--- src/rtl/ebr_pkg.sv ---
package ebr_pkg;

   typedef enum logic [2:0] {
      DIR_EAST  = 3'd0,
      DIR_WEST  = 3'd1,
      DIR_NORTH = 3'd2,
      DIR_SOUTH = 3'd3,
      DIR_LOCAL = 3'd4
   } dir_e;

   localparam int TYPE_W = 2;

endpackage

--- src/rtl/ebr_route.sv ---
module ebr_route #(
   parameter int COORD_W = 3
) (
   input  logic [COORD_W-1:0] dst_x,
   input  logic [COORD_W-1:0] dst_y,
   input  logic [COORD_W-1:0] here_x,
   input  logic [COORD_W-1:0] here_y,
   output ebr_pkg::dir_e      dir
);
   // x offset resolved first, then y, then eject
   always_comb begin
      if (dst_x > here_x)      dir = ebr_pkg::DIR_EAST;
      else if (dst_x < here_x) dir = ebr_pkg::DIR_WEST;
      else if (dst_y > here_y) dir = ebr_pkg::DIR_NORTH;
      else if (dst_y < here_y) dir = ebr_pkg::DIR_SOUTH;
      else                     dir = ebr_pkg::DIR_LOCAL;
   end
endmodule

--- src/rtl/ebr_pkt_arb.sv ---
module ebr_pkt_arb #(
   parameter int N_IN = 4
) (
   input  logic            clk,
   input  logic            rst_n,
   input  logic [N_IN-1:0] req,
   input  logic [N_IN-1:0] valid,
   input  logic [N_IN-1:0] tail,
   input  logic            space,
   output logic [N_IN-1:0] grant
);
   localparam int IDX_W = $clog2(N_IN);
   localparam logic [IDX_W-1:0] LAST = IDX_W'(N_IN - 1);

   logic             locked;
   logic [IDX_W-1:0] owner;
   logic [IDX_W-1:0] ptr;
   logic [IDX_W-1:0] win;
   logic             found;
   logic             fire;

   // rotating search starting at ptr
   always_comb begin
      found = 1'b0;
      win   = '0;
      for (int k = 0; k < N_IN; k++) begin
         if (!found && req[(int'(ptr) + k) % N_IN]) begin
            found = 1'b1;
            win   = IDX_W'((int'(ptr) + k) % N_IN);
         end
      end
   end

   always_comb begin
      grant = '0;
      if (space) begin
         if (locked) begin
            if (valid[owner]) grant[owner] = 1'b1;
         end else if (found) begin
            grant[win] = 1'b1;
         end
      end
   end

   assign fire = |grant;

   always_ff @(posedge clk) begin
      if (!rst_n) begin
         locked <= 1'b0;
         owner  <= '0;
         ptr    <= '0;
      end else if (fire) begin
         if (!locked) begin
            ptr <= (win == LAST) ? '0 : win + 1'b1;
            if (!tail[win]) begin
               locked <= 1'b1;
               owner  <= win;
            end
         end else if (tail[owner]) begin
            locked <= 1'b0;
         end
      end
   end
endmodule

--- src/rtl/ebr_outbuf.sv ---
module ebr_outbuf #(
   parameter int WIDTH = 66,
   parameter int DEPTH = 3
) (
   input  logic                       clk,
   input  logic                       rst_n,
   input  logic                       push,
   input  logic [WIDTH-1:0]           din,
   output logic                       space,
   input  logic                       pop,
   output logic [WIDTH-1:0]           dout,
   output logic                       dvalid,
   output logic [$clog2(DEPTH+1)-1:0] fill
);
   localparam int CNT_W = $clog2(DEPTH + 1);
   localparam int PTR_W = $clog2(DEPTH);
   localparam logic [PTR_W-1:0] LAST = PTR_W'(DEPTH - 1);

   logic [WIDTH-1:0] slot [DEPTH];
   logic [PTR_W-1:0] wr_ptr;
   logic [PTR_W-1:0] rd_ptr;
   logic             do_push;
   logic             do_pop;

   assign space   = fill < CNT_W'(DEPTH);
   assign dvalid  = fill != '0;
   assign dout    = slot[rd_ptr];
   assign do_push = push && space;
   assign do_pop  = pop && dvalid;

   generate
      for (genvar s = 0; s < DEPTH; s++) begin : g_slot
         always_ff @(posedge clk) begin
            if (do_push && wr_ptr == PTR_W'(s)) slot[s] <= din;
         end
      end
   endgenerate

   always_ff @(posedge clk) begin
      if (!rst_n) begin
         wr_ptr <= '0;
         rd_ptr <= '0;
         fill   <= '0;
      end else begin
         if (do_push) wr_ptr <= (wr_ptr == LAST) ? '0 : wr_ptr + 1'b1;
         if (do_pop)  rd_ptr <= (rd_ptr == LAST) ? '0 : rd_ptr + 1'b1;
         fill <= fill + CNT_W'(do_push) - CNT_W'(do_pop);
      end
   end
endmodule

--- src/rtl/ebr_output_port.sv ---
module ebr_output_port #(
   parameter int            N_IN     = 4,
   parameter int            DATA_W   = 64,
   parameter int            COORD_W  = 3,
   parameter int            DEPTH    = 3,
   parameter ebr_pkg::dir_e OUT_PORT = ebr_pkg::DIR_NORTH,
   localparam int           FLIT_W   = DATA_W + ebr_pkg::TYPE_W
) (
   input  logic                     clk,
   input  logic                     rst_n,
   input  logic [COORD_W-1:0]       here_x,
   input  logic [COORD_W-1:0]       here_y,
   input  logic [N_IN*FLIT_W-1:0]   in_flit,
   input  logic [N_IN-1:0]          in_valid,
   output logic [N_IN-1:0]          in_ready,
   output logic [FLIT_W-1:0]        out_flit,
   output logic                     out_valid,
   input  logic                     out_ready
);
   localparam int CNT_W = $clog2(DEPTH + 1);

   initial begin
      assert (N_IN >= 2) else $error("N_IN must be at least 2");
      assert (DEPTH >= 2) else $error("DEPTH must be at least 2");
      assert (DATA_W >= 2 * COORD_W) else $error("DATA_W too narrow for coordinates");
   end

   logic [FLIT_W-1:0] flit_arr [N_IN];
   logic [N_IN-1:0]   req;
   logic [N_IN-1:0]   tail;
   logic [N_IN-1:0]   grant;
   logic              space;
   logic [FLIT_W-1:0] sel_flit;
   logic [CNT_W-1:0]  fill;

   generate
      for (genvar i = 0; i < N_IN; i++) begin : g_in
         ebr_pkg::dir_e dir;
         assign flit_arr[i] = in_flit[i*FLIT_W +: FLIT_W];
         ebr_route #(.COORD_W(COORD_W)) u_route (
            .dst_x  (flit_arr[i][COORD_W-1:0]),
            .dst_y  (flit_arr[i][2*COORD_W-1:COORD_W]),
            .here_x (here_x),
            .here_y (here_y),
            .dir    (dir)
         );
         assign req[i]  = in_valid[i] && flit_arr[i][FLIT_W-2] && (dir == OUT_PORT);
         assign tail[i] = flit_arr[i][FLIT_W-1];
      end
   endgenerate

   ebr_pkt_arb #(.N_IN(N_IN)) u_arb (
      .clk   (clk),
      .rst_n (rst_n),
      .req   (req),
      .valid (in_valid),
      .tail  (tail),
      .space (space),
      .grant (grant)
   );

   always_comb begin
      sel_flit = '0;
      for (int i = 0; i < N_IN; i++) begin
         if (grant[i]) sel_flit |= flit_arr[i];
      end
   end

   assign in_ready = grant;

   ebr_outbuf #(.WIDTH(FLIT_W), .DEPTH(DEPTH)) u_obuf (
      .clk    (clk),
      .rst_n  (rst_n),
      .push   (|grant),
      .din    (sel_flit),
      .space  (space),
      .pop    (out_ready),
      .dout   (out_flit),
      .dvalid (out_valid),
      .fill   (fill)
   );
endmodule

--- config.mk ---
export PLATFORM = sky130hd
export DESIGN_NAME = ebr_output_port
export DESIGN_NICKNAME = d
export VERILOG_FILES = /design/src/rtl/ebr_pkg.sv /design/src/rtl/ebr_route.sv /design/src/rtl/ebr_pkt_arb.sv /design/src/rtl/ebr_outbuf.sv /design/src/rtl/ebr_output_port.sv
export SDC_FILE = /design/constraint.sdc
export NUM_CORES = 1
export LEC_CHECK = 0
export CAP_MARGIN = 0
export CORE_AREA = 2 2 133 135
export CTS_CLUSTER_SIZE = 30
export DETAILED_ROUTE_END_ITERATION = 10
export DIE_AREA = 0 0 135 137
export DONT_BUFFER_PORTS = 1
export PLACE_DENSITY = 0.75
export SYNTH_ARGS = -nofsm -noshare
export SYNTH_HDL_FRONTEND = slang
export SYNTH_SLANG_ARGS = --single-unit
--- constraint.sdc ---
create_clock -name clk -period 25.5 [get_ports clk]
set_clock_uncertainty 0.05 [all_clocks]
set_input_delay 5.1 -clock clk [delete_from_list [all_inputs] [get_ports clk]]
set_output_delay 5.1 -clock clk [all_outputs]
set_load 0.01 [all_outputs]
==> run summary, run 1 <==
post-route ant nets - 0
number of global-route vias before repair - 6477
Worst-Margin Slew - 1210 ps
routed vias - 6710
Ant. Diodes - 0
critical path startpoint category - input port
Worst setup EP type - output pin
Routed WL per cell - 22.4 um
Routed WL - 23.2 mm
Synth-to-Final Area Change - 8.32%
CTS tree - done
initial antenna violation count - 0
Warnings, synthesis - 0
drt pass-1 iters - 5
Starting DRT DRC Count - 453
die extent in x - 135 um
Routability Congestion - 0.934
critical path's largest stage delay - 630 ps
Chip Height - 137 um
GRT Total Usage - 23.7%
maxcap violations - 0
# IOs - 348
slowest stage cell, crit path - buf_4
CTS Buf Count - 21
clock-pin slew on the worst setup and hold paths - 60 ps
commonest non-fill, non-tap cell in the layout - edfxtp_1
Mapped Nets - 1119
Final nets - 1102
Mapped Avg Cell Area - 12.4 um^2
Yosys cell types - 56
crit path kind - in2out
worst hold slack - 451 ps
Post-Syn Area - 10100 um^2
final worst path period need - 12900 ps
commonest non-fill, non-tap cells in the layout - edfxtp_1, nand2_1, a22oi_1, o21ai_0, mux2i_1
Leak - 3.73 nW
core area - 17100 um^2
relative slew slack - 19.4%
Final Cycle Share - 50.6%
Slew Viols, Final - 0
fmax - 0.0775 GHz
# DRC - 0
setup bufs post-CTS - 0
post-route insts no fill - 1035
H-tree depth - 1
num rows - 48
Overflow after GRT - 0
area of the die - 18500 um^2
dpl hpwl - 15.8 mm
critical-path cell list - inv_1 > ha_1 > a32o_1 > a211o_1 > a221oi_1 > o21ai_2 > inv_1 > ha_1 > o2bb2ai_4 > buf_4
post-synthesis sequential area ratio - 61.4%
placed cells - 997
Tot Pwr - 0.796 mW
final setup TNS - 0 ps
root buffer cell - clkbuf_16
filler cell count - 1284
Max VDD drop - 0.0588 mV
layout cells sized above 1 - 7.41%
Cell Pwr Density - 72.8 nW/um^2
number of buffers added on ports - 0
clk buf depth - 3
post-cts resize count - 0
Min-Delay Path Class - reg2reg
first-pass GRT wire length - 33.8 mm
Async S/R FF share, synth - 0%
outcome - complete, no violations
Initial Utilization - 59.2%
RSZ-0062 raised after global routing - no
Worst EP arrival - 7750 ps
Primary FF master, synth - edfxtp_1
#FFs+latches synth - 211
DR vias/cell - 6.48
Critical Path RT - 20350 ps
largest net degree at the start of global routing - 133
cts hold-fix bufs - 0
cells after synthesis - 812
Post-synth EDFFs - 198
CTS sink cnt - 211
Final Hold Fails - 0
Setup-failing EPs final - 0
Clock Latency Late Sink - 480 ps
CP Max Fanout - 67
[routing by layer]
layer / share of wire [%] / track usage, % / vias up / wire (um)
met5: 0 / 0 / - / 0
met4: 2.9 / 8.22 / 0 / 677
met3: 9.6 / 6.74 / 46 / 2230
met2: 51 / 41.5 / 357 / 11700
met1: 37 / 28.2 / 3222 / 8570
li1: - / - / 3085 / -
[worst paths after layout]
path / from / to / slack (ps) / cells past startpoint
worst max-delay path: here_y[2] / in_ready[2] / 12600 / 10
worst min-delay path: u_obuf.wr_ptr[1]$_SDFFE_PN0P_ / u_obuf.wr_ptr[1]$_SDFFE_PN0P_ / 450 / 2
worst max register to register: u_arb.ptr[1]$_SDFFE_PN0P_ / u_obuf.slot[1][8]$_DFFE_PP_ / 21220 / 12
worst min register to register: u_obuf.wr_ptr[1]$_SDFFE_PN0P_ / u_obuf.wr_ptr[1]$_SDFFE_PN0P_ / 450 / 2
[through the flow]
step / setup slack, ps / cell area [um^2] / utilization [%]
floorplan: 12980 / 10100 / -
global placement: 12770 / 10300 / 60.3
detailed placement: 12670 / 10300 / 60.3
CTS: 12660 / 10900 / 64.2
global route: 12430 / 10900 / 64.2
finish: 12600 / 10900 / 64.2
[kinds of logic (layout without fill, tap and decap cells)]
family          after synthesis  count (layout)  share of synthesized area, %
fa+ha+maj                    30              30                          3.72
mux                          68              68                          6.86
buf+inv                      74              72                          3.16
compound gates              240             240                          16.6
simple gates                187             187                          8.04
xor+xnor                      2               2                         0.173
flops                       211             211                          61.4
[layout make-up]
class / instances / area, um^2 / area share (%)
clock buffers: 30 / 591 / 5.40
multi-input cells: 527 / 3630 / 33.1
repair buffers: 10 / 75.1 / 0.686
well taps: 225 / 282 / 2.57
flip-flops and latches: 211 / 6210 / 56.8
clock inverters: 8 / 65.1 / 0.595
inverters: 24 / 90.1 / 0.823
[where the power goes]
part           total [mW]  leakage [nW]  internal (mW)  switching, mW
registers           0.396          1.95          0.385         0.0103
clock network       0.289         0.322          0.172          0.117
logic               0.112          1.46         0.0402         0.0718
[registers in the layout (all words and copies together), names as in the netlist, named ones only]
signal,count
u_arb.owner,2
u_arb.ptr,2
u_obuf.slot,198
u_obuf.wr_ptr,2
u_obuf.rd_ptr,2
u_obuf.fill,2
u_arb.locked,1
[worst max-delay path, delay by kind of cell]
family / cells / cell delay (ps)
adder cells (fa/ha/maj): 2 / 510
AO/OA/AOI/OAI: 5 / 1170
buffers and inverters: 3 / 940
[synth_stat cells (4+ instances only)]
cell        n  area, um^2
a21oi_1    11        55.1
a22oi_1   132         991
and3_1      4        25.0
buf_2      12        60.1
clkbuf_1   33         124
dfxtp_1    13         260
edfxtp_1  198        5950
ha_1       30         375
inv_1      24        90.1
mux2i_1    67         671
nand2_1   143         537
nand3_1     7        35.0
nor2_1     10        37.5
nor2b_1     4        25.0
o21ai_0    68         340
Power figures use the tool's default switching activity.
==> inputs of run 2 (changes only) <==
==> constraint.sdc (replaced) <==
create_clock -name clk -period 13.43 [get_ports clk]
set_clock_uncertainty 0.05 [all_clocks]
set_input_delay 2.686 -clock clk [delete_from_list [all_inputs] [get_ports clk]]
set_output_delay 2.686 -clock clk [all_outputs]
set_load 0.01 [all_outputs]
==> run 2 against run 1 <==
  * Sequential share of layout area down 0.27 points
  * Wire length increased by 1.5%
  * Count of clock-buffer cells in the layout down 5
  * Power rose by 95%
  * Largest power group unchanged
  * Worst hold slack better by 3.3 ps
  * First-iteration DRC count increased by 32%
  * Highest routed layer unchanged
  * Via count increased by 1.1%
==> run summary, run 2 (synthesized netlist as in run 1, its figures left out) <==
Routed WL - 23.6 mm (+1.5%)
R2R cell count - 12 (unchanged)
first-pass GRT wire length - 33.9 mm (+0.37%)
outcome - complete, no violations
Final Cycle Share - 60.1%
CTS sink cnt - 211 (unchanged)
worst reg2reg path startpoint - u_arb.ptr[1]$_SDFFE_PN0P_
Setup crit start - here_y[2]
GRT Total Usage - 23.9% (+0.20 points)
layout cells sized above 1 - 7.66% (+0.26 points)
Starting DRT DRC Count - 598 (+32%)
initial antenna violation count - 0 (unchanged)
area of the die - 18500 um^2 (unchanged)
critical path startpoint category - input port
reg2reg setup slack - 9110 ps (-12110 ps)
Reg with most FFs - u_obuf.slot
critical path's largest stage delay - 640 ps (about the same)
Cell Pwr Density - 141 nW/um^2 (+94%)
Slew Viols, Final - 0 (unchanged)
slowest stage cell, crit path - buf_4
clk buf depth - 3 (unchanged)
H-tree depth - 1 (unchanged)
Clock Latency Late Sink - 480 ps (about the same)
crit path kind - in2out
RSZ-0062 raised after global routing - no
Worst-Margin Slew - 1180 ps (-28.0 ps)
CTS tree - done
routed vias - 6784 (+1.1%)
Max VDD drop - 0.106 mV (+80%)
setup bufs post-CTS - 0 (unchanged)
Ant. Diodes - 0 (unchanged)
# IOs - 348 (unchanged)
cts hold-fix bufs - 0 (unchanged)
Min-Delay Path Class - reg2reg
post-route ant nets - 0 (unchanged)
number of flip-flops in the largest register - 198 (unchanged)
clock-pin slew on the worst setup and hold paths - 60 ps (about the same)
maxcap violations - 0 (unchanged)
core area - 17100 um^2 (unchanged)
dpl hpwl - 16.0 mm (+1.2%)
Critical path destination - in_ready[3]
Final Hold Fails - 0 (unchanged)
Chip Height - 137 um (unchanged)
final setup TNS - 0 ps (unchanged)
fmax - 0.124 GHz
reg2reg end - u_obuf.slot[1][5]$_DFFE_PP_
Worst EP arrival - 5340 ps (-2410 ps)
root buffer cell - clkbuf_16
Routed WL per cell - 22.8 um (+1.6%)
worst hold slack - 454 ps (+3.28 ps)
Worst setup EP type - output pin
final worst path period need - 8070 ps
number of global-route vias before repair - 6447 (-0.46%)
drt pass-1 iters - 6 (+1)
post-cts resize count - 0 (unchanged)
Synth-to-Final Area Change - 8.84%
relative slew slack - 21.3% (+1.9 points)
die extent in x - 135 um (unchanged)
DR vias/cell - 6.56 (+1.2%)
largest net degree at the start of global routing - 133 (unchanged)
Routability Congestion - 0.934 (about the same)
Final nets - 1102 (unchanged)
CP Max Fanout - 67 (unchanged)
Leak - 3.74 nW (+0.31%)
# DRC - 0 (unchanged)
number of buffers added on ports - 0 (unchanged)
num rows - 48 (unchanged)
CTS Buf Count - 21 (unchanged)
commonest non-fill, non-tap cells in the layout - edfxtp_1, nand2_1, a22oi_1, o21ai_0, mux2i_1
Setup-failing EPs final - 0 (unchanged)
Overflow after GRT - 0 (unchanged)
commonest non-fill, non-tap cell in the layout - edfxtp_1
Critical Path RT - 10690 ps (-9660 ps)
Initial Utilization - 59.2% (unchanged)
critical-path cell list - inv_1 > ha_1 > a32o_1 > a211o_1 > a221oi_1 > o21ai_2 > inv_1 > ha_1 > o2bb2ai_4 > buf_4
## run 2: critical path, delay by kind of cell
| kind | cells | cell delay (ps) |
|---|---|---|
| AOI/OAI and AO/OA | 5 | 1150 |
| buffers and inverters | 3 | 950 |
| adders and majority gates | 2 | 520 |
## run 2: area by class of cell
cell class	instances	area (um^2)
Clock buffer	25	541
Clock inverter	12	168
Fill cell	1281	6060
Inverter	24	90.1
Multi-Input combinational cell	527	3630
Sequential cell	211	6210
Tap cell	225	282
Timing Repair Buffer	10	75.1
## run 2: worst min path at each step
| stage | from | cells past startpoint | endpoint | slack, ps |
|---|---|---|---|---|
| 6_report | u_obuf.wr_ptr[1]$_SDFFE_PN0P_ | 2 | u_obuf.wr_ptr[1]$_SDFFE_PN0P_ | 450 |
| 5_1_grt | u_obuf.wr_ptr[1]$_SDFFE_PN0P_ | 2 | u_obuf.wr_ptr[1]$_SDFFE_PN0P_ | 470 |
| 4_1_cts | u_arb.ptr[0]$_SDFFE_PN0P_ | 2 | u_arb.ptr[0]$_SDFFE_PN0P_ | 450 |
| 3_5_place_dp | u_arb.ptr[0]$_SDFFE_PN0P_ | 2 | u_arb.ptr[0]$_SDFFE_PN0P_ | 430 |
| 3_3_place_gp | u_obuf.wr_ptr[1]$_SDFFE_PN0P_ | 2 | u_obuf.wr_ptr[1]$_SDFFE_PN0P_ | 430 |
| 2_1_floorplan | u_arb.ptr[0]$_SDFFE_PN0P_ | 2 | u_arb.ptr[0]$_SDFFE_PN0P_ | 400 |
## run 2: where the power goes
part	switching, mW	internal, mW	total [mW]
sequential	0.0196	0.732	0.751
combinational	0.136	0.0762	0.212
clock	0.225	0.365	0.590
total	0.381	1.17	1.55
## run 2: per-stage QoR
step	power, mW	std cells	instance area (um^2)	utilization (%)	setup WS (ps)
floorplan	0.932	812	10100	-	3330
global placement	0.975	997	10300	60.3	5530
detailed placement	0.980	997	10300	60.3	5420
CTS	1.57	1034	11000	64.5	5390
global route	1.61	1034	11000	64.5	5190
finish	1.55	1034	11000	64.5	5360
## run 2: metal layers
metal  track usage [%]  part of all wire (%)  vias to the layer above
met3              6.85                    10                       67
met4              9.90                   3.7                        0
met1              28.3                    36                     3247
met5                 0                     0                        -
met2              41.2                    50                      388
li1                  -                     -                     3082
==> inputs of run 3 (changes only) <==
==> constraint.sdc (replaced) <==
create_clock -name clk -period 8.3 [get_ports clk]
set_clock_uncertainty 0.05 [all_clocks]
set_input_delay 1.66 -clock clk [delete_from_list [all_inputs] [get_ports clk]]
set_output_delay 1.66 -clock clk [all_outputs]
set_load 0.01 [all_outputs]
==> run 3 against run 2 <==
  * Worst setup slack worse by 3000 ps
  * Via count shrank 0.43%
  * Core utilization rose by 0.095 points
  * Cell area rose by 0.15%
  * Sequential share of layout area shrank 0.084 points
  * First-iteration DRC count unchanged
  * Critical endpoint is now in_ready[1]
  * Power is 61% higher
  * Cell count up 0.39%
==> run summary, run 3 (synthesized netlist as in run 1, its figures left out) <==
CTS tree - done
die extent in x - 135 um (unchanged)
crit-path leading delay family - compound AO/OA/AOI/OAI gates
Final Util - 64.6% (+0.095 points)
crit path kind - in2out
Chip Height - 137 um (unchanged)
commonest non-fill, non-tap cells in the layout - edfxtp_1, nand2_1, a22oi_1, o21ai_0, mux2i_1
Worst EP arrival - 4230 ps (-1110 ps)
Hold Path Sink - u_arb.ptr[0]$_SDFFE_PN0P_
post-route insts no fill - 1038 (+0.39%)
CP Max Fanout - 67 (unchanged)
Final Cycle Share - 71.5%
largest net degree at the start of global routing - 133 (unchanged)
filler cell count - 1295 (+1.1%)
Overflow after GRT - 0 (unchanged)
clk buf depth - 3 (unchanged)
WP buf/inv - 3 (unchanged)
worst hold slack - 477 ps (+23.3 ps)
area post-placement - 10300 um^2 (+0.19%)
critical path's largest stage delay - 600 ps (-40 ps)
maxcap violations - 0 (unchanged)
Setup-failing EPs final - 0 (unchanged)
GRT Total Usage - 24.4% (+0.47 points)
pre-CTS WS - 2260 ps (-3150 ps)
Worst setup EP type - output pin
reg2reg end - u_obuf.slot[1][11]$_DFFE_PP_
layout cells sized above 1 - 7.75% (+0.085 points)
placed cells - 998 (+0.10%)
dpl hpwl - 16.1 mm (+0.50%)
worst reg2reg path startpoint - u_arb.ptr[1]$_SDFFE_PN0P_
clock-pin slew on the worst setup and hold paths - 60 ps (about the same)
critical-path cell list - inv_1 > ha_1 > nor2b_1 > o21ai_1 > a211oi_1 > a311oi_2 > nand2_2 > inv_1 > ha_1 > a32o_2 > buf_4
fmax - 0.168 GHz
number of flip-flops in the largest register - 198 (unchanged)
CTS sink cnt - 211 (unchanged)
drt pass-1 iters - 5 (-1)
Hold Crit Depth - 2 (unchanged)
DR vias/cell - 6.51 (-0.81%)
root buffer cell - clkbuf_16
Worst-Margin Slew - 1190 ps (+6.82 ps)
Min-Delay Path Class - reg2reg
CTS Buf Count - 22 (+4.8%)
Tot Pwr - 2.50 mW (+61%)
core area - 17100 um^2 (unchanged)
final worst setup slack - 2360 ps (-3000 ps)
Critical Path RT - 6590 ps (-4100 ps)
Routability Congestion - 0.926 (-0.93%)
outcome - complete, no violations
Starting DRT DRC Count - 598 (unchanged)
Routed WL - 23.8 mm (+1.1%)
Cell Pwr Density - 227 nW/um^2 (+61%)
Final Hold Fails - 0 (unchanged)
Max VDD drop - 0.171 mV (+61%)
post-route ant nets - 0 (unchanged)
critical path startpoint category - input port
# DRC - 0 (unchanged)
cts hold-fix bufs - 0 (unchanged)
routed vias - 6755 (-0.43%)
Leak - 3.76 nW (+0.42%)
fin area - 11000 um^2 (+0.15%)
first-pass GRT wire length - 34.6 mm (+2.1%)
post-cts resize count - 0 (unchanged)
Routed WL per cell - 22.9 um (+0.67%)
H-tree depth - 1 (unchanged)
Reg with most FFs - u_obuf.slot
relative slew slack - 20.8% (-0.45 points)
commonest non-fill, non-tap cell in the layout - edfxtp_1
reg2reg setup slack - 4020 ps (-5090 ps)
R2R cell count - 12 (unchanged)
RSZ-0062 raised after global routing - no
initial antenna violation count - 0 (unchanged)
num rows - 48 (unchanged)
worst min-delay path startpoint - u_arb.ptr[0]$_SDFFE_PN0P_
Clock Latency Late Sink - 480 ps (about the same)
Sequential Area - 6210 um^2 (unchanged)
Slew Viols, Final - 0 (unchanged)
area of the die - 18500 um^2 (unchanged)
# IOs - 348 (unchanged)
number of buffers added on ports - 0 (unchanged)
Synth-to-Final Area Change - 9.01%
setup bufs post-CTS - 0 (unchanged)
final worst path period need - 5940 ps
Final nets - 1104 (+0.18%)
Initial Utilization - 59.2% (unchanged)
Ant. Diodes - 0 (unchanged)
multi-input logic area - 3640 um^2 (+0.35%)
slowest stage cell, crit path - buf_4
number of global-route vias before repair - 6582 (+2.1%)
final setup TNS - 0 ps (unchanged)
## run 3: changes by cell type in the layout (fill, tap and decap cells not counted), sizes merged
cell	change
clkinv	+5
clkbuf	+2
inv	+1
bufinv	-2
buf	+1
clkinvlp	-3
## run 3: report_power, final
part	switching [mW]	total (mW)	internal (mW)	leakage [nW]
Combinational	0.213	0.335	0.122	1.46
Sequential	0.0411	1.23	1.18	1.95
Clock	0.375	0.943	0.568	0.348
Total	0.629	2.50	1.87	3.76
## run 3: worst reg2reg max path, cell delays in order, from the launching register on
cell       delay, ps
dfxtp_1          380
or2_0            260
a2111oi_2        440
a221oi_1         110
o21ai_2          150
inv_1            180
ha_1             280
or4_1            590
a311oi_2         620
nor2_1            80
nand2_1          120
inv_2            280
buf_4            420
## run 3: worst max-delay path by stage
stage,startpoint,to,slack (ps),cells past startpoint
3_3_place_gp,here_x[2],u_obuf.slot[1][12]$_DFFE_PP_,2360,15
2_1_floorplan,here_y[2],u_obuf.slot[2][0]$_DFFE_PP_,1570,11
5_1_grt,here_x[2],in_ready[1],2130,11
4_1_cts,here_y[1],in_ready[1],2370,11
3_5_place_dp,here_x[2],u_obuf.slot[1][13]$_DFFE_PP_,2260,15
6_report,here_y[1],in_ready[1],2360,11
## run 3: final cells by class
cell class	instances	area share (%)
clock inverter	13	1.03
clock buffer	27	5.36
multi-input combinational	527	33.0
timing repair buffer	11	0.750
inverter	24	0.818
tap	225	2.56
sequential	211	56.4
## run 3: metal layers
metal	track usage, %	vias up	routed length, um
li1	-	3089	-
met1	29.2	3229	8840
met2	40.8	363	11600
met3	7.22	74	2290
met4	11.5	0	1070
met5	0	-	0
